### config.mk
export PLATFORM = sky130hd
export DESIGN_NAME = paged_pc_seq
export DESIGN_NICKNAME = d
export VERILOG_FILES = /design/src/rtl/pcseq_pkg.sv /design/src/rtl/pcseq_arb.sv /design/src/rtl/pcseq_ptr.sv /design/src/rtl/pcseq_stk.sv /design/src/rtl/paged_pc_seq.sv
export SDC_FILE = /design/constraint.sdc
export NUM_CORES = 1
export LEC_CHECK = 0
export CAP_MARGIN = 20
export CELL_PAD_IN_SITES_DETAIL_PLACEMENT = 0
export CELL_PAD_IN_SITES_GLOBAL_PLACEMENT = 2
export CORE_ASPECT_RATIO = 1.75
export CORE_MARGIN = 2
export CORE_UTILIZATION = 39
export DETAILED_ROUTE_END_ITERATION = 12
export DONT_BUFFER_PORTS = 1
export PLACE_DENSITY_LB_ADDON = 0.25
export SLEW_MARGIN = 0
export SYNTH_ARGS = -nofsm -noshare
export SYNTH_HDL_FRONTEND = slang
export SYNTH_SLANG_ARGS = --single-unit
### constraint.sdc
create_clock -name clk -period 5.2 [get_ports clk]
set_input_delay 0.52 -clock clk [delete_from_list [all_inputs] [get_ports clk]]
set_output_delay 0.52 -clock clk [all_outputs]
set_load 0.005 [all_outputs]
### src/rtl/pcseq_pkg.sv
package pcseq_pkg;
    localparam int NIB_W  = 4;
    localparam int PAGE_W = NIB_W;
    localparam int STEP_W = 2 * NIB_W;
    localparam int ADDR_W = 1 + PAGE_W + STEP_W;
    localparam int PARG_W = 1 + PAGE_W;

    typedef struct packed {
        logic              bank;
        logic [PAGE_W-1:0] page;
        logic [STEP_W-1:0] step;
    } pc_t;

    typedef enum logic [3:0] {
        OP_NONE, OP_STEP, OP_PSET, OP_JMP, OP_CJMP,
        OP_CALL, OP_CALZ, OP_RET, OP_RETS, OP_IRQ
    } op_e;

    typedef enum logic [1:0] {SQ_IDLE, SQ_PUSH, SQ_POP} sq_e;

    function automatic logic cond_met(input logic [1:0] kind, input logic c, input logic z);
        case (kind)
            2'd0:    return c;
            2'd1:    return !c;
            2'd2:    return z;
            default: return !z;
        endcase
    endfunction
endpackage

### src/rtl/pcseq_arb.sv
module pcseq_arb
    import pcseq_pkg::*;
(
    input  logic step_en,
    input  logic pset_en,
    input  logic jmp_en,
    input  logic cjmp_en,
    input  logic call_en,
    input  logic calz_en,
    input  logic ret_en,
    input  logic rets_en,
    input  logic irq_en,
    output op_e  op
);
    // fixed priority between simultaneous strobes
    always_comb begin
        if (irq_en)       op = OP_IRQ;
        else if (ret_en)  op = OP_RET;
        else if (rets_en) op = OP_RETS;
        else if (call_en) op = OP_CALL;
        else if (calz_en) op = OP_CALZ;
        else if (jmp_en)  op = OP_JMP;
        else if (cjmp_en) op = OP_CJMP;
        else if (pset_en) op = OP_PSET;
        else if (step_en) op = OP_STEP;
        else              op = OP_NONE;
    end
endmodule

### src/rtl/pcseq_ptr.sv
module pcseq_ptr
    import pcseq_pkg::*;
(
    input  logic              clk,
    input  logic              rst,
    input  op_e               op,
    input  logic [PARG_W-1:0] pset_arg,
    input  logic              cur_bank,
    input  logic [PAGE_W-1:0] cur_page,
    output logic              tgt_bank,
    output logic [PAGE_W-1:0] tgt_page
);
    logic              pend;
    logic              nbank_q;
    logic [PAGE_W-1:0] npage_q;

    always_ff @(posedge clk) begin
        if (rst) begin
            pend    <= 1'b0;
            nbank_q <= 1'b0;
            npage_q <= '0;
        end else if (op == OP_PSET) begin
            pend    <= 1'b1;
            nbank_q <= pset_arg[PAGE_W];
            npage_q <= pset_arg[PAGE_W-1:0];
        end else if (op != OP_NONE) begin
            pend    <= 1'b0;
            nbank_q <= cur_bank;
            npage_q <= cur_page;
        end
    end

    assign tgt_bank = pend ? nbank_q : cur_bank;
    assign tgt_page = pend ? npage_q : cur_page;

    AST_PSET_ARMS: assert property (@(posedge clk) disable iff (rst)
        (op == OP_PSET) |=> (tgt_bank == $past(pset_arg[PAGE_W]) && tgt_page == $past(pset_arg[PAGE_W-1:0])));
    AST_PEND_DROPS: assert property (@(posedge clk) disable iff (rst)
        (op != OP_NONE && op != OP_PSET) |=> !pend);
endmodule

### src/rtl/pcseq_stk.sv
module pcseq_stk
    import pcseq_pkg::*;
(
    input  logic              clk,
    input  logic              rst,
    input  logic              start_push,
    input  logic              start_pop,
    input  logic              skip,
    input  logic [PAGE_W-1:0] push_page,
    input  logic [STEP_W-1:0] push_step,
    input  logic [NIB_W-1:0]  rd_data,
    output logic              busy,
    output logic              wr_en,
    output logic [1:0]        wr_sel,
    output logic [NIB_W-1:0]  wr_data,
    output logic              rd_en,
    output logic [1:0]        rd_sel,
    output logic              pop_done,
    output logic [PAGE_W-1:0] pop_page,
    output logic [STEP_W-1:0] pop_step
);
    localparam logic [1:0] LAST = 2'd2;

    sq_e               st;
    logic [1:0]        idx;
    logic [PAGE_W-1:0] sv_page;
    logic [STEP_W-1:0] sv_step;
    logic              skip_q;
    logic [NIB_W-1:0]  lo_q, hi_q;

    always_ff @(posedge clk) begin
        if (rst) begin
            st      <= SQ_IDLE;
            idx     <= '0;
            sv_page <= '0;
            sv_step <= '0;
            skip_q  <= 1'b0;
            lo_q    <= '0;
            hi_q    <= '0;
        end else begin
            case (st)
                SQ_IDLE: begin
                    idx <= '0;
                    if (start_push) begin
                        st      <= SQ_PUSH;
                        sv_page <= push_page;
                        sv_step <= push_step;
                    end else if (start_pop) begin
                        st     <= SQ_POP;
                        skip_q <= skip;
                    end
                end
                SQ_PUSH: begin
                    if (idx == LAST) st <= SQ_IDLE;
                    else             idx <= 2'(idx + 2'd1);
                end
                default: begin
                    if (idx == 2'd0) lo_q <= rd_data;
                    if (idx == 2'd1) hi_q <= rd_data;
                    if (idx == LAST) st <= SQ_IDLE;
                    else             idx <= 2'(idx + 2'd1);
                end
            endcase
        end
    end

    always_comb begin
        busy   = (st != SQ_IDLE);
        wr_en  = (st == SQ_PUSH);
        wr_sel = 2'(idx + 2'd1);
        case (idx)
            2'd0:    wr_data = sv_page;
            2'd1:    wr_data = sv_step[STEP_W-1:NIB_W];
            default: wr_data = sv_step[NIB_W-1:0];
        endcase
        rd_en    = (st == SQ_POP);
        rd_sel   = idx;
        pop_done = rd_en && (idx == LAST);
        pop_page = rd_data;
        pop_step = STEP_W'({hi_q, lo_q} + STEP_W'(skip_q));
    end

    AST_WR_RD_EXCL: assert property (@(posedge clk) disable iff (rst)
        !(wr_en && rd_en));
    AST_PUSH_ORDER: assert property (@(posedge clk) disable iff (rst)
        (wr_en && wr_sel == 2'd1) |=> (wr_en && wr_sel == 2'd2));
    AST_POP_ORDER: assert property (@(posedge clk) disable iff (rst)
        (rd_en && rd_sel == 2'd0) |=> (rd_en && rd_sel == 2'd1));
endmodule

### src/rtl/paged_pc_seq.sv
module paged_pc_seq
    import pcseq_pkg::*;
#(
    parameter logic [PAGE_W-1:0] RESET_PAGE = 4'd1,
    parameter logic [PAGE_W-1:0] IRQ_PAGE   = 4'd1
) (
    input  logic              clk,
    input  logic              rst,
    input  logic              step_en,
    input  logic              pset_en,
    input  logic [PARG_W-1:0] pset_arg,
    input  logic              jmp_en,
    input  logic              cjmp_en,
    input  logic [1:0]        cjmp_kind,
    input  logic              flag_c,
    input  logic              flag_z,
    input  logic              call_en,
    input  logic              calz_en,
    input  logic              ret_en,
    input  logic              rets_en,
    input  logic              irq_en,
    input  logic [NIB_W-1:0]  irq_vec,
    input  logic [STEP_W-1:0] operand,
    input  logic [NIB_W-1:0]  stk_rd_data,
    output logic [ADDR_W-1:0] fetch_addr,
    output logic              busy,
    output logic              stk_wr_en,
    output logic [1:0]        stk_wr_sel,
    output logic [NIB_W-1:0]  stk_wr_data,
    output logic              stk_rd_en,
    output logic [1:0]        stk_rd_sel
);
    localparam logic [PAGE_W-1:0] ZERO_PAGE = '0;

    pc_t               pc_q, pc_d;
    op_e               op_raw, op_acc;
    logic              busy_i, tgt_bank, start_push, start_pop, pop_done;
    logic [PAGE_W-1:0] tgt_page, pop_page;
    logic [STEP_W-1:0] pop_step, step_inc, push_step;

    pcseq_arb u_arb (
        .step_en(step_en), .pset_en(pset_en), .jmp_en(jmp_en), .cjmp_en(cjmp_en),
        .call_en(call_en), .calz_en(calz_en), .ret_en(ret_en), .rets_en(rets_en),
        .irq_en(irq_en), .op(op_raw)
    );

    assign op_acc = busy_i ? OP_NONE : op_raw;

    pcseq_ptr u_ptr (
        .clk(clk), .rst(rst), .op(op_acc), .pset_arg(pset_arg),
        .cur_bank(pc_q.bank), .cur_page(pc_q.page),
        .tgt_bank(tgt_bank), .tgt_page(tgt_page)
    );

    assign start_pop = (op_acc == OP_RET) || (op_acc == OP_RETS);

    pcseq_stk u_stk (
        .clk(clk), .rst(rst), .start_push(start_push), .start_pop(start_pop),
        .skip(op_acc == OP_RETS), .push_page(pc_q.page), .push_step(push_step),
        .rd_data(stk_rd_data), .busy(busy_i), .wr_en(stk_wr_en), .wr_sel(stk_wr_sel),
        .wr_data(stk_wr_data), .rd_en(stk_rd_en), .rd_sel(stk_rd_sel),
        .pop_done(pop_done), .pop_page(pop_page), .pop_step(pop_step)
    );

    assign step_inc = STEP_W'(pc_q.step + 1'b1);

    always_comb begin
        pc_d       = pc_q;
        start_push = 1'b0;
        push_step  = step_inc;
        case (op_acc)
            OP_STEP, OP_PSET: pc_d.step = step_inc;
            OP_JMP: pc_d = '{bank: tgt_bank, page: tgt_page, step: operand};
            OP_CJMP: begin
                if (cond_met(cjmp_kind, flag_c, flag_z))
                    pc_d = '{bank: tgt_bank, page: tgt_page, step: operand};
                else
                    pc_d.step = step_inc;
            end
            OP_CALL: begin
                pc_d.page  = tgt_page;
                pc_d.step  = operand;
                start_push = 1'b1;
            end
            OP_CALZ: begin
                pc_d.page  = ZERO_PAGE;
                pc_d.step  = operand;
                start_push = 1'b1;
            end
            OP_IRQ: begin
                pc_d.page  = IRQ_PAGE;
                pc_d.step  = STEP_W'(irq_vec);
                start_push = 1'b1;
                push_step  = pc_q.step;
            end
            default: ;
        endcase
        if (pop_done) begin
            pc_d.page = pop_page;
            pc_d.step = pop_step;
        end
    end

    always_ff @(posedge clk) begin
        if (rst) pc_q <= '{bank: 1'b0, page: RESET_PAGE, step: '0};
        else     pc_q <= pc_d;
    end

    assign fetch_addr = pc_q;
    assign busy       = busy_i;

    AST_STEP_IN_PAGE: assert property (@(posedge clk) disable iff (rst)
        (op_acc == OP_STEP) |=> ($stable(pc_q.page) && $stable(pc_q.bank)));
    AST_CALZ_PAGE: assert property (@(posedge clk) disable iff (rst)
        (op_acc == OP_CALZ) |=> (pc_q.page == ZERO_PAGE && busy));
    AST_IRQ_PAGE: assert property (@(posedge clk) disable iff (rst)
        (op_acc == OP_IRQ) |=> (pc_q.page == IRQ_PAGE && $stable(pc_q.bank)));
    AST_RET_BANK: assert property (@(posedge clk) disable iff (rst)
        pop_done |=> $stable(pc_q.bank));
    AST_HOLD_BUSY: assert property (@(posedge clk) disable iff (rst)
        (busy_i && !pop_done) |=> $stable(pc_q));
endmodule

Word level (Yosys, flattened, before mapping)
Cells that the tools add are included.
{"block": "op_classes", "n_addsub": 3, "n_bitwise": 2, "muxes": 33, "n_reduce_logical": 27, "eq_ne": 18}
{"operator": "2-to-1 mux 4 bit", "count": 12}
{"operator": "case mux 8 bit (4 select lines)", "count": 1}
{"operator": "equality test 4 x 3 -> 1 bit (second input constant)", "count": 4}
{"operator": "2-to-1 mux 8 bit", "count": 2}
{"operator": "case mux 4 bit (4 select lines)", "count": 1}
{"operator": "2-to-1 mux 12 bit", "count": 1}
{"operator": "AND reduction 2 bit", "count": 6}
{"operator": "nonzero test 5 bit", "count": 2}
{"operator": "adder 8 x 1 -> 8 bit", "count": 1}
{"operator": "adder 8 x 1 -> 8 bit (second input constant)", "count": 1}
{"operator": "equality test 4 x 2 -> 1 bit (second input constant)", "count": 2}
{"operator": "equality test 4 bit (second input constant)", "count": 2}
{"operator": "2-to-1 mux 1 bit", "count": 8}
{"operator": "2-to-1 mux 2 bit", "count": 4}
{"operator": "case mux 4 bit (2 select lines)", "count": 1}
{"operator": "nonzero test 2 bit", "count": 4}
{"operator": "OR reduction 2 bit", "count": 4}
{"operator": "equality test 2 x 1 -> 1 bit (second input constant)", "count": 3}
{"operator": "equality test 2 bit (second input constant)", "count": 3}
{"operator": "zero test 2 bit", "count": 3}
{"operator": "!= test 3 bit (second input constant)", "count": 2}
{"operator": "OR reduction 3 bit", "count": 2}
{"operator": "2-to-1 mux 5 bit", "count": 1}
{"operator": "equality test 4 x 1 -> 1 bit (second input constant)", "count": 1}
{"operator": "10 further kinds", "count": 12}
{"block": "word_totals", "regBits": 44}

Longest topological paths before layout
Gate-level depths: netlist of the first run.
{"block": "logic_depth", "word_depth": 15, "depth_mapped": 10}

Hierarchy
From an unflattened synthesis of the first run, not the netlist that was laid out.
{"block": "hier_totals", "hier_cells": 353, "area_unflattened_um2": 2956.6}
{"module": "paged_pc_seq", "seq_area_each_um2": 260.2, "instances": 1, "cells_each": 167, "area_each_um2": 1298.7}
{"module": "pcseq_stk", "seq_area_each_um2": 500.5, "instances": 1, "cells_each": 140, "area_each_um2": 1216.2}
{"module": "pcseq_ptr", "seq_area_each_um2": 120.1, "instances": 1, "cells_each": 32, "area_each_um2": 359.1}
{"module": "pcseq_arb", "seq_area_each_um2": 0.0, "instances": 1, "cells_each": 14, "area_each_um2": 82.6}

Worst setup path before layout of the first run
OpenSTA, ideal clock, no wires.
{"block": "synth_timing", "path_type": "input to register", "start": "input irq_en", "end": "register pc_q, in the netlist fetch_addr[8]", "arrival_ps": 2043, "setup_time_ps": 115, "path_buffers": 0, "path_stages": 7, "setup_slack_ps": 3041, "path_cell_list": "or2_4 -> nor4_4 -> o21ai_2 -> o31ai_2 -> nor2_2 -> or3_1 -> a31o_1"}
{"block": "synth_between", "elab_chain_cells": 6, "word_cells_on_any_way": 13, "classes_between": "6 x eq/ne; 4 x mux; 3 x reduce/logical"}
{"element": "start: declaration", "line_no": "paged_pc_seq.sv:21", "rtl": "input logic irq_en,"}
{"element": "2-to-1 mux 4 bit *", "line_no": "pcseq_arb.sv:17", "rtl": "if (irq_en) op = OP_IRQ;"}
{"element": "2-to-1 mux 4 bit *", "line_no": "paged_pc_seq.sv:47", "rtl": "assign op_acc = busy_i ? OP_NONE : op_raw;"}
{"element": "equality test 4 x 3 -> 1 bit or equality test 4 x 2 -> 1 bit (tied branches)", "line_no": "paged_pc_seq.sv:71", "rtl": "case (op_acc)"}
{"element": "OR reduction 2 bit (no line)"}
{"element": "case mux 4 bit (4 select lines) or nonzero test 5 bit (tied branches)"}
{"element": "2-to-1 mux 12 bit or AND reduction 2 bit (tied branches)"}
{"element": "end signal: assignment", "line_no": "paged_pc_seq.sv:105", "rtl": "if (rst) pc_q <= '{bank: 1'b0, page: RESET_PAGE, step: '0};"}
{"element": "end signal: assignment", "line_no": "paged_pc_seq.sv:106", "rtl": "else pc_q <= pc_d;"}
{"element": "end: declaration", "line_no": "paged_pc_seq.sv:35", "rtl": "pc_t pc_q, pc_d;"}
Mark *: on every way between the ends. The rest lies on a longest branch, timed or not.
A chain may end at the register's enable or synchronous reset.

Worst setup path after layout of the first run
{"block": "layout_timing", "start": "register u_stk.st[1]", "end": "register pc_q, in the netlist fetch_addr[8]"}
{"block": "layout_between", "elab_chain_cells": 6, "word_cells_on_any_way": 15, "classes_between": "7 x eq/ne; 3 x mux; 5 x reduce/logical"}
{"element": "start: declaration", "line_no": "pcseq_stk.sv:24", "rtl": "sq_e st;"}
{"element": "start signal: assignment", "line_no": "pcseq_stk.sv:33", "rtl": "st <= SQ_IDLE;"}
{"element": "start signal: assignment", "line_no": "pcseq_stk.sv:45", "rtl": "st <= SQ_PUSH;"}
{"element": "start signal: assignment", "line_no": "pcseq_stk.sv:49", "rtl": "st <= SQ_POP;"}
{"element": "nonzero test 2 bit *", "line_no": "pcseq_stk.sv:68", "rtl": "busy = (st != SQ_IDLE);"}
{"element": "via busy", "line_no": "paged_pc_seq.sv:26", "rtl": "output logic busy,"}
{"element": "2-to-1 mux 4 bit *", "line_no": "paged_pc_seq.sv:47"}
{"element": "equality test 4 x 3 -> 1 bit or equality test 4 x 2 -> 1 bit (tied branches)", "line_no": "paged_pc_seq.sv:71"}
{"element": "OR reduction 2 bit (no line)"}
{"element": "case mux 4 bit (4 select lines) or nonzero test 5 bit (tied branches)"}
{"element": "2-to-1 mux 12 bit or AND reduction 2 bit (tied branches)"}
Mark *: on every way through the listed nets, which the timed path passes. The rest lies on a longest branch.

==> results of run 1 <==
-- registers in the layout, summed over array words and instances, names as in the netlist --
signal	cells
u_stk.skip_q	1
u_ptr.pend	1
u_ptr.nbank_q	1
u_stk.sv_step	8
u_stk.lo_q	4
u_stk.rd_sel	2
u_stk.hi_q	4
u_ptr.npage_q	4
u_stk.sv_page	4
u_stk.st	2
fetch_addr	13
-- logic make-up (layout without fill, tap and decap cells) --
logic type / count (synthesis) / after routing
AO/OA/AOI/OAI: 78 / 78
XOR/XNOR: 21 / 21
adder cells (fa/ha/maj): 6 / 6
buffers and inverters: 25 / 16
flip-flops: 44 / 44
multiplexers: 16 / 16
AND/OR/NAND/NOR: 130 / 130
-- placed cells by master (no fill, tap or decap), types with 4 or more instances in the layout --
cell / count
nor2b_1: 9
nand2_1: 41
a221oi_1: 8
mux2i_1: 16
inv_1: 5
a21oi_1: 15
nor3_1: 4
o21ai_1: 4
clkbuf_16: 5
nand3_1: 17
a211oi_1: 11
xor2_1: 7
o21ai_0: 16
a22oi_1: 4
xnor2_1: 14
nor2_1: 35
ha_1: 6
dfxtp_1: 44
-- where the power goes --
| group | total (mW) | switching [mW] | internal [mW] |
|---|---|---|---|
| clock network | 0.378 | 0.137 | 0.241 |
| logic | 0.293 | 0.176 | 0.117 |
| registers | 0.445 | 0.0591 | 0.386 |
| total | 1.12 | 0.372 | 0.743 |
-- through the flow --
stage          power, mW  instances  area [sq um]
4_1_cts             1.13        393          2820
5_1_grt             1.18        393          2820
6_report            1.12        393          2820
3_3_place_gp       0.745        385          2640
2_1_floorplan      0.678        320          2620
3_5_place_dp       0.748        385          2640
-- routing by layer --
metal	wire (um)	vias to the layer above	GRT usage, %
met2	4070	65	39.6
met1	2690	1038	21.0
met5	0	-	0
met3	359	11	4.41
li1	-	1113	-
met4	161	0	8.33
-- final cells by class --
type                            instances  share of cell area [%]
Multi-Input combinational cell        251                    57.5
Sequential cell                        44                    31.2
Clock buffer                            6                    4.93
Tap cell                               82                    3.64
Clock inverter                          2                    1.38
Inverter                                6                   0.799
Timing Repair Buffer                    2                   0.533
-- final timing paths --
path,end,depth (start not counted)
worst max-delay path,fetch_addr[8]$_SDFFE_PP1P_,8
worst min register to register,u_stk.lo_q[0]$_SDFFE_PP0P_,2
worst min-delay path,u_stk.sv_step[5]$_SDFFE_PP0P_,1
worst max register to register,fetch_addr[8]$_SDFFE_PP1P_,8
==> impl_results.md, run 1 <==
- CTS Buffer Depth: 2
- Core Area: 6490 sq um
- Yosys warns: 0
- Post-Synth Adder-Cell Area: 2.87%
- Register area: 881 sq um
- VDD IR-drop max: 0.158 mV
- Pin count of the biggest net entering global routing: 39
- Final worst slack: 2640 ps
- Post-CTS setup buffer count: 0
- CP bufs+invs: 2
- Final HPWL from detailed placement: 5560 um
- Post-synth ARST share: 0%
- First-pass GRT wire length: 11500 um
- Hold-fix buffers at CTS: 0
- Initial antenna violation count: 0
- Fin. max-slew vios: 0
- CP startpoint kind: register
- Vias per cell: 5.67
- Layout cells sized above 1: 7.72%
- Finished Core Util: 43.4%
- Routed WL: 7280 um
- Status: finished, final reports clean
- Slowest stage cell, crit path: o41ai_1
- Post-synth top flop: dfxtp_1
- Flop-to-flop setup slack: 2640 ps
- RSZ-0062 raised after global routing: no
- WP data required: 5390 ps
- Multi-input gate area: 1620 sq um
- # nets final: 352
- Setup TNS: 0 ps
- Vert. Die Dim: 112 um
- Clock Pin Slew Worst Setup and Hold Paths: 60 ps
- Hold Vio Cnt, Final: 0
- # DRC: 0
- Hold path start: rst
- Fillers: 677
- Slew @ Worst Pin: 776 ps
- FF+latch count, synth: 44
- Most common cell in the netlist: dfxtp_1
- Initial core utilization: 40.3%
- Post-synth top area share: 33.7%
- Synth Cell Area: 2620 sq um
- Synth Area in Compound Gates: 20.1%
- Routed len/inst: 18.5 um
- RR Startpoint: u_stk.st[1]$_SDFFE_PP0P_
- Crit Path Category: reg -> reg
- Achievable Freq: 390 MHz
- Synth area leaders: dfxtp_1, mux2i_1, nand2_1
- Via Count: 2227
- Power per cell area: 396 nW/um^2
- Sequential area share after synthesis: 33.7%
- CP delay by family, top: compound AO/OA/AOI/OAI gates
- CTS resizes: 0
- Period utilisation layout: 49.3%
- Port Buffers: 0
- Simple-Gate Fraction of Synth Area: 25.5%
- Hold Slack: 294 ps
- Hold crit path type: in -> reg
- Worst-path maximum fanout: 17
- Syn_nets: 362
- Cell count after synthesis: 320
- Xor-xnor portion of the synthesized cell area: 7.03%
- Most instantiated cells after synthesis: dfxtp_1, nand2_1, nor2_1
- Die area: 7410 sq um
- EDFF count, synth: 0
- Mux cell area share after synthesis: 6.12%
- Post-synth cell types: 53
- Total CTS buffers: 5
- Synth area leader: dfxtp_1
- Antenna diodes: 0
- Synth-to-Final Area Change: 7.75%
- TritonCTS clock tree: built
- IO Pins: 60
- Clock period minus worst slack: 2560 ps
- Clock Sinks: 44
- Crit-path cells: nor2_8 -> inv_2 -> o41ai_1 -> o31ai_2 -> buf_4 -> nor2_4 -> o21ai_0 -> a31o_1
- P_leak: 0.991 nW
- Width of the chip: 65.9 um
- Grt ovf: 0
- Clock skew: 2.91 ps
- Arrival @ worst endpoint: 2750 ps
- Number of global-route vias before repair: 2221
- Crit path from: u_stk.st[1]$_SDFFE_PP0P_
- Pre-Repair DR Iteration Count: 4
- GRT Util Overall: 20.8%
- Max incr delay on CP: 580 ps
- Detail Route Antenna Nets: 0
- Num rows: 39
- Critical path endpoint category: register
- Clk Tree Root Cell: clkbuf_16
- Place WS: 2630 ps
- Count of final setup violators: 0
- Routability cong.: 0.782
- DRT iter0 DRCs: 67
- Synth Area per Inst: 8.18 sq um
- Relative slew slack: 47.8%
- H-Tree Depth: 2
- Largest family of logic cells by synthesized area: simple AND/OR/NAND/NOR gates
- Max-cap violations: 0
- Clk_lat worst skew: 290 ps
Note: power is estimated with default switching activity, not from simulation.
==> run 2: changes to the inputs <==
--- a/config.mk
+++ b/config.mk
@@ -10,7 +10,7 @@
 export CELL_PAD_IN_SITES_GLOBAL_PLACEMENT = 2
 export CORE_ASPECT_RATIO = 1.75
 export CORE_MARGIN = 2
-export CORE_UTILIZATION = 39
+export CORE_UTILIZATION = 36
 export DETAILED_ROUTE_END_ITERATION = 12
 export DONT_BUFFER_PORTS = 1
 export PLACE_DENSITY_LB_ADDON = 0.25
==> constraint.sdc (replaced) <==
create_clock -name clk -period 2.43 [get_ports clk]
set_input_delay 0.243 -clock clk [delete_from_list [all_inputs] [get_ports clk]]
set_output_delay 0.243 -clock clk [all_outputs]
set_load 0.005 [all_outputs]
==> impl_results.md, run 2 (synthesized netlist as in run 1, its figures left out) <==
- Slew @ Worst Pin: 765 ps
- Worst reg2reg path depth: 8
- Final HPWL from detailed placement: 5720 um
- Crit path from: u_stk.st[1]$_SDFFE_PP0P_
- Core Area: 7130 sq um
- Synth-to-Final Area Change: 10.2%
- Most common cell after layout, fill and taps aside: dfxtp_1
- Sw frac: 33.1%
- NetSw: 0.796 mW
- Hold Vio Cnt, Final: 0
- Hold Path Depth: 1
- Max-cap violations: 0
- Internal power: 1.61 mW
- Setup TNS: 0 ps
- Total CTS buffers: 5
- Hold-fix buffers at CTS: 0
- Combinational share of power: 27.6%
- Hold Path Sink: u_stk.sv_page[2]$_SDFFE_PP0P_
- Largest register FFs: 13
- GRT Util Overall: 19.8%
- Port Buffers: 0
- RR Startpoint: u_stk.st[1]$_SDFFE_PP0P_
- Clock period minus worst slack: 2290 ps
- Antenna diodes: 0
- CTS Buffer Depth: 2
- RSZ-0062 raised after global routing: no
- P_leak: 1.03 nW
- Initial antenna violation count: 0
- Vias per cell: 5.57
- # nets final: 359
- Via Count: 2252
- Achievable Freq: 438 MHz
- Clock Pin Slew Worst Setup and Hold Paths: 60 ps
- Routability cong.: 0.739
- Clk network pwr share: 33.5%
- Fin. max-slew vios: 0
- Register share of total power: 38.9%
- Clock skew: 3.88 ps
- Hold path start: rst
- Layout cells sized above 1: 10.1%
- IO Pins: 60
- Clock Sinks: 44
- First-pass GRT wire length: 11600 um
- Critical path endpoint category: register
- Finished Core Util: 40.4%
- Power per cell area: 834 nW/um^2
- Hold crit path type: in -> reg
- Routed len/inst: 18.0 um
- Width of the chip: 68.4 um
- # DRC: 0
- Number of global-route vias before repair: 2194
- Grt ovf: 0
- DRT iter0 DRCs: 107
- Crit Path Category: reg -> reg
- VDD IR-drop max: 0.372 mV
- Worst-path maximum fanout: 12
- H-Tree Depth: 2
- Commonest cells after routing, fill and taps aside: dfxtp_1, nand2_1, nor2_1
- Pin count of the biggest net entering global routing: 39
- Count of final setup violators: 0
- Pre-Repair DR Iteration Count: 4
- Detail Route Antenna Nets: 0
- Die area: 7990 sq um
- Period utilisation layout: 94.0%
- TritonCTS clock tree: built
- Relative slew slack: 48.5%
- Routed WL: 7290 um
- FF-to-FF End: fetch_addr[8]$_SDFFE_PP1P_
- Flop-to-flop setup slack: 140 ps
- Status: finished, final reports clean
- WP data required: 2620 ps
- Clk_lat worst skew: 290 ps
- Arrival @ worst endpoint: 2470 ps
- Vert. Die Dim: 117 um
- Initial core utilization: 36.7%
- Clk Tree Root Cell: clkbuf_16
- Num rows: 41
- CP startpoint kind: register
-- run 2: cell count changes in the layout (fill, tap and decap cells not counted) --
| cell | before | now |
|---|---|---|
| o41ai_1 | 1 | 0 |
| o41ai_2 | 0 | 1 |
| buf_4 | 2 | 9 |
-- run 2: layout make-up --
| type | instances | area [sq um] |
|---|---|---|
| Fill cell | 746 | 4250 |
| Multi-Input combinational cell | 251 | 1630 |
| Inverter | 6 | 22.5 |
| Timing Repair Buffer | 9 | 67.6 |
| Sequential cell | 44 | 881 |
| Tap cell | 86 | 108 |
| Clock inverter | 2 | 38.8 |
| Clock buffer | 6 | 139 |
-- run 2: metrics by stage --
step           worst slack [ps]  power [mW]  hold WS (ps)  cell area (sq um)  std cells
6_report                    145        2.40          15.1               2880        404
5_1_grt                    3.78        2.55          2.56               2880        404
4_1_cts                    90.3        2.44          6.09               2880        404
3_5_place_dp                105        1.62           320               2700        396
3_3_place_gp                208        1.61           320               2700        396
2_1_floorplan               431        1.45           390               2620        320
-- run 2: per-layer routing --
metal | vias up | global-route usage [%] | part of all wire [%]
met5 | - | 0 | 0
met4 | 0 | 10.5 | 3.9
met1 | 1049 | 21.3 | 37
met3 | 17 | 4.49 | 5.3
met2 | 56 | 34.9 | 54
li1 | 1130 | - | -
-- run 2: worst max-delay path by stage --
stage / to / slack [ps] / cells past startpoint
2_1_floorplan: fetch_addr[8]$_SDFFE_PP1P_ / 430 / 9
3_3_place_gp: fetch_addr[8]$_SDFFE_PP1P_ / 210 / 8
3_5_place_dp: fetch_addr[8]$_SDFFE_PP1P_ / 100 / 8
4_1_cts: fetch_addr[8]$_SDFFE_PP1P_ / 90 / 8
5_1_grt: fetch_addr[7]$_SDFFE_PP0P_ / 4 / 9
6_report: fetch_addr[8]$_SDFFE_PP1P_ / 140 / 8
-- run 2: repair_timing --
action	CTS	global route
resized for setup	0	1
setup endpoints to repair	0	1
setup buffers	0	0
endpoints found under the hold margin	0	0
-- run 2: worst max-delay path, cell delays in order, from the launching register on --
cell and delay [ps]:
dfxtp_1 390, buf_4 220, or3b_1 470, o41ai_2 120
o31ai_2 160, buf_4 210, nor2_4 220, o21ai_0 150
a31o_1 240
-- run 2: power groups by stage --
stage	Combinational [mW]	Sequential [mW]	Clock [mW]
after floorplan	0.537	0.914	0
after global placement	0.663	0.951	0
after detailed placement	0.666	0.954	0
after CTS	0.667	0.938	0.831
after global routing	0.744	0.952	0.858
final	0.664	0.936	0.805
==> run 3: changes to the inputs <==
--- a/config.mk
+++ b/config.mk
@@ -10,11 +10,12 @@
 export CELL_PAD_IN_SITES_GLOBAL_PLACEMENT = 2
 export CORE_ASPECT_RATIO = 1.75
 export CORE_MARGIN = 2
-export CORE_UTILIZATION = 36
+export CORE_UTILIZATION = 37
 export DETAILED_ROUTE_END_ITERATION = 12
 export DONT_BUFFER_PORTS = 1
-export PLACE_DENSITY_LB_ADDON = 0.25
+export PLACE_DENSITY_LB_ADDON = 0.1
 export SLEW_MARGIN = 0
 export SYNTH_ARGS = -nofsm -noshare
 export SYNTH_HDL_FRONTEND = slang
+export SYNTH_HIERARCHICAL = 1
 export SYNTH_SLANG_ARGS = --single-unit
==> impl_results.md, run 3 <==
- Post-synth top flop: dfxtp_1
- DRT iter0 DRCs: 92
- Initial core utilization: 37.6%
- Via Count: 2559
- Synth-to-Final Area Change: 11.4%
- Routed len/inst: 18.9 um
- Hold path start: rst
- H-Tree Depth: 2
- Sequential area share after synthesis: 29.8%
- Count of final setup violators: 0
- Largest register FFs: 13
- Clock period minus worst slack: 2240 ps
- Final HPWL from detailed placement: 6600 um
- Period utilisation layout: 92.2%
- Layout Cells excl Fill: 453
- Number of global-route vias before repair: 2583
- Syn_nets: 395
- First-pass GRT wire length: 13400 um
- Power per cell area: 628 nW/um^2
- Status: finished, final reports clean
- Synth area leaders: dfxtp_1, mux2i_1, nor2_1
- Finished Core Util: 41.9%
- Post-synth cell types: 63
- Worst reg2reg path depth: 8
- Most common cell in the netlist: dfxtp_1
- Routed WL: 8560 um
- Pin count of the biggest net entering global routing: 41
- Synth area leader: dfxtp_1
- Routability cong.: 0.774
- Most instantiated cells after synthesis: dfxtp_1, nor2_1, nand2_1
- Arrival @ worst endpoint: 2420 ps
- Slowest stage cell, crit path: a211oi_2
- Clock skew: 5.59 ps
- Max-cap violations: 0
- Crit Path Category: in -> reg
- Achievable Freq: 446 MHz
- Vias per cell: 5.65
- TritonCTS clock tree: built
- Layout cells sized above 1: 15.7%
- FF+latch count, synth: 44
- Clk Tree Root Cell: clkbuf_16
- Hold crit path type: in -> reg
- VDD IR-drop max: 0.487 mV
- Commonest cells after routing, fill and taps aside: dfxtp_1, nor2_1, nand2_1
- RSZ-0062 raised after global routing: no
- Hold Path Sink: u_ptr/npage_q[3]$_SDFFE_PP0P_
- P_leak: 1.32 nW
- Antenna diodes: 0
- Flop-to-flop setup slack: 490 ps
- Vert. Die Dim: 122 um
- Slew @ Worst Pin: 628 ps
- Yosys warns: 6
- CP startpoint kind: input port
- Hold Path Depth: 1
- Clock Pin Slew Worst Setup and Hold Paths: 60 ps
- Grt ovf: 0
- Initial antenna violation count: 0
- Clock Sinks: 44
- Num rows: 43
- EDFF count, synth: 0
- Most common cell after layout, fill and taps aside: dfxtp_1
- Total CTS buffers: 5
- Post-synth top area share: 29.8%
- Relative slew slack: 58.1%
- # DRC: 0
- Max incr delay on CP: 550 ps
- Worst-path maximum fanout: 10
- Critical path endpoint category: register
- Final worst slack: 190 ps
- IO Pins: 60
- Detail Route Antenna Nets: 0
- Synth Area per Inst: 8.38 sq um
- Synth Cell Area: 2960 sq um
- Fin. max-slew vios: 0
- WP data required: 2610 ps
- Width of the chip: 71.6 um
- Core Area: 7860 sq um
- # nets final: 405
- Pre-Repair DR Iteration Count: 4
- Crit-path cells: inv_2 -> a21o_1 -> a211oi_2 -> buf_4 -> nor2_1 -> and3_1 -> buf_4 -> a21o_1 -> a221o_1 -> a22o_1
- Post-synth ARST share: 0%
- Cell count after synthesis: 353
- RR Startpoint: u_stk/rd_sel[0]$_SDFFE_PP0N_
- Hold Vio Cnt, Final: 0
- Clk_lat worst skew: 280 ps
- Place WS: -129 ps
- Dpl cells: 446
- GRT Util Overall: 20.0%
- Port Buffers: 0
- FF-to-FF End: fetch_addr[6]$_SDFFE_PP0P_
- Die area: 8750 sq um
- CTS Buffer Depth: 2
[run 3: area by class of cell]
type / count / area (sq um)
fill: 869 / 4560
multi-input combinational: 272 / 1870
sequential: 44 / 881
timing repair buffer: 30 / 250
clock buffer: 5 / 125
tap: 90 / 113
inverter: 10 / 37.5
clock inverter: 2 / 12.5
[run 3: kinds of logic (layout without fill, tap and decap cells)]
logic type	count (synthesis)	count (layout)	share of synthesized area, %
multiplexers	29	29	10.1
buffers and inverters	37	47	7.02
adder cells (fa/ha/maj)	6	6	2.54
flip-flops	44	44	29.8
AND/OR/NAND/NOR	142	142	24.8
XOR/XNOR	18	18	5.33
AO/OA/AOI/OAI	77	77	20.4
[run 3: through the flow]
step                hold WS, ps  TNS [ps]  power, mW  cell area (sq um)
floorplan                   308         0       1.25               2960
global placement            311      -766       1.43               3150
detailed placement          312     -1350       1.43               3150
CTS                        9.09         0       2.10               3290
global route               5.77         0       2.17               3290
finish                     13.2         0       2.07               3290
[run 3: where the power goes]
group / internal [mW] / total, mW / switching [mW]
combinational: 0.271 / 0.585 / 0.314
sequential: 0.770 / 0.827 / 0.0572
clock: 0.373 / 0.656 / 0.283
[run 3: metal layers]
metal / GRT usage [%] / share of wire (%) / up-vias
li1: - / - / 1281
met4: 6.13 / 1.9 / 0
met1: 21.5 / 38 / 1216
met2: 38.1 / 55 / 51
met3: 4.02 / 4.7 / 11
met5: 0 / 0 / -
[run 3: repair_timing]
item | CTS | global route
setup buffers | 0 | 0
hold buffers | 0 | 0
gates resized for setup | 0 | 1
setup endpoints to repair | 0 | 1
hold endpoints to repair | 0 | 0
[run 3: how the worst max path moves through the flow]
stage	end	slack [ps]	depth (start not counted)	from
after CTS	fetch_addr[5]$_SDFFE_PP0P_	170	9	cjmp_en
final	fetch_addr[1]$_SDFFE_PP0P_	190	10	ret_en
after global placement	fetch_addr[5]$_SDFFE_PP0P_	-140	9	cjmp_en
after detailed placement	fetch_addr[3]$_SDFFE_PP0P_	-130	10	cjmp_en
after floorplan	u_stk/sv_page[0]$_SDFFE_PP0P_	80	11	cjmp_en
after global routing	fetch_addr[5]$_SDFFE_PP0P_	10	9	ret_en
[run 3: worst max-delay path, delay by kind of cell]
kind	cells	cell delay (ps)
AND/OR/NAND/NOR	2	350
buffers and inverters	3	480
AO/OA/AOI/OAI	5	1350
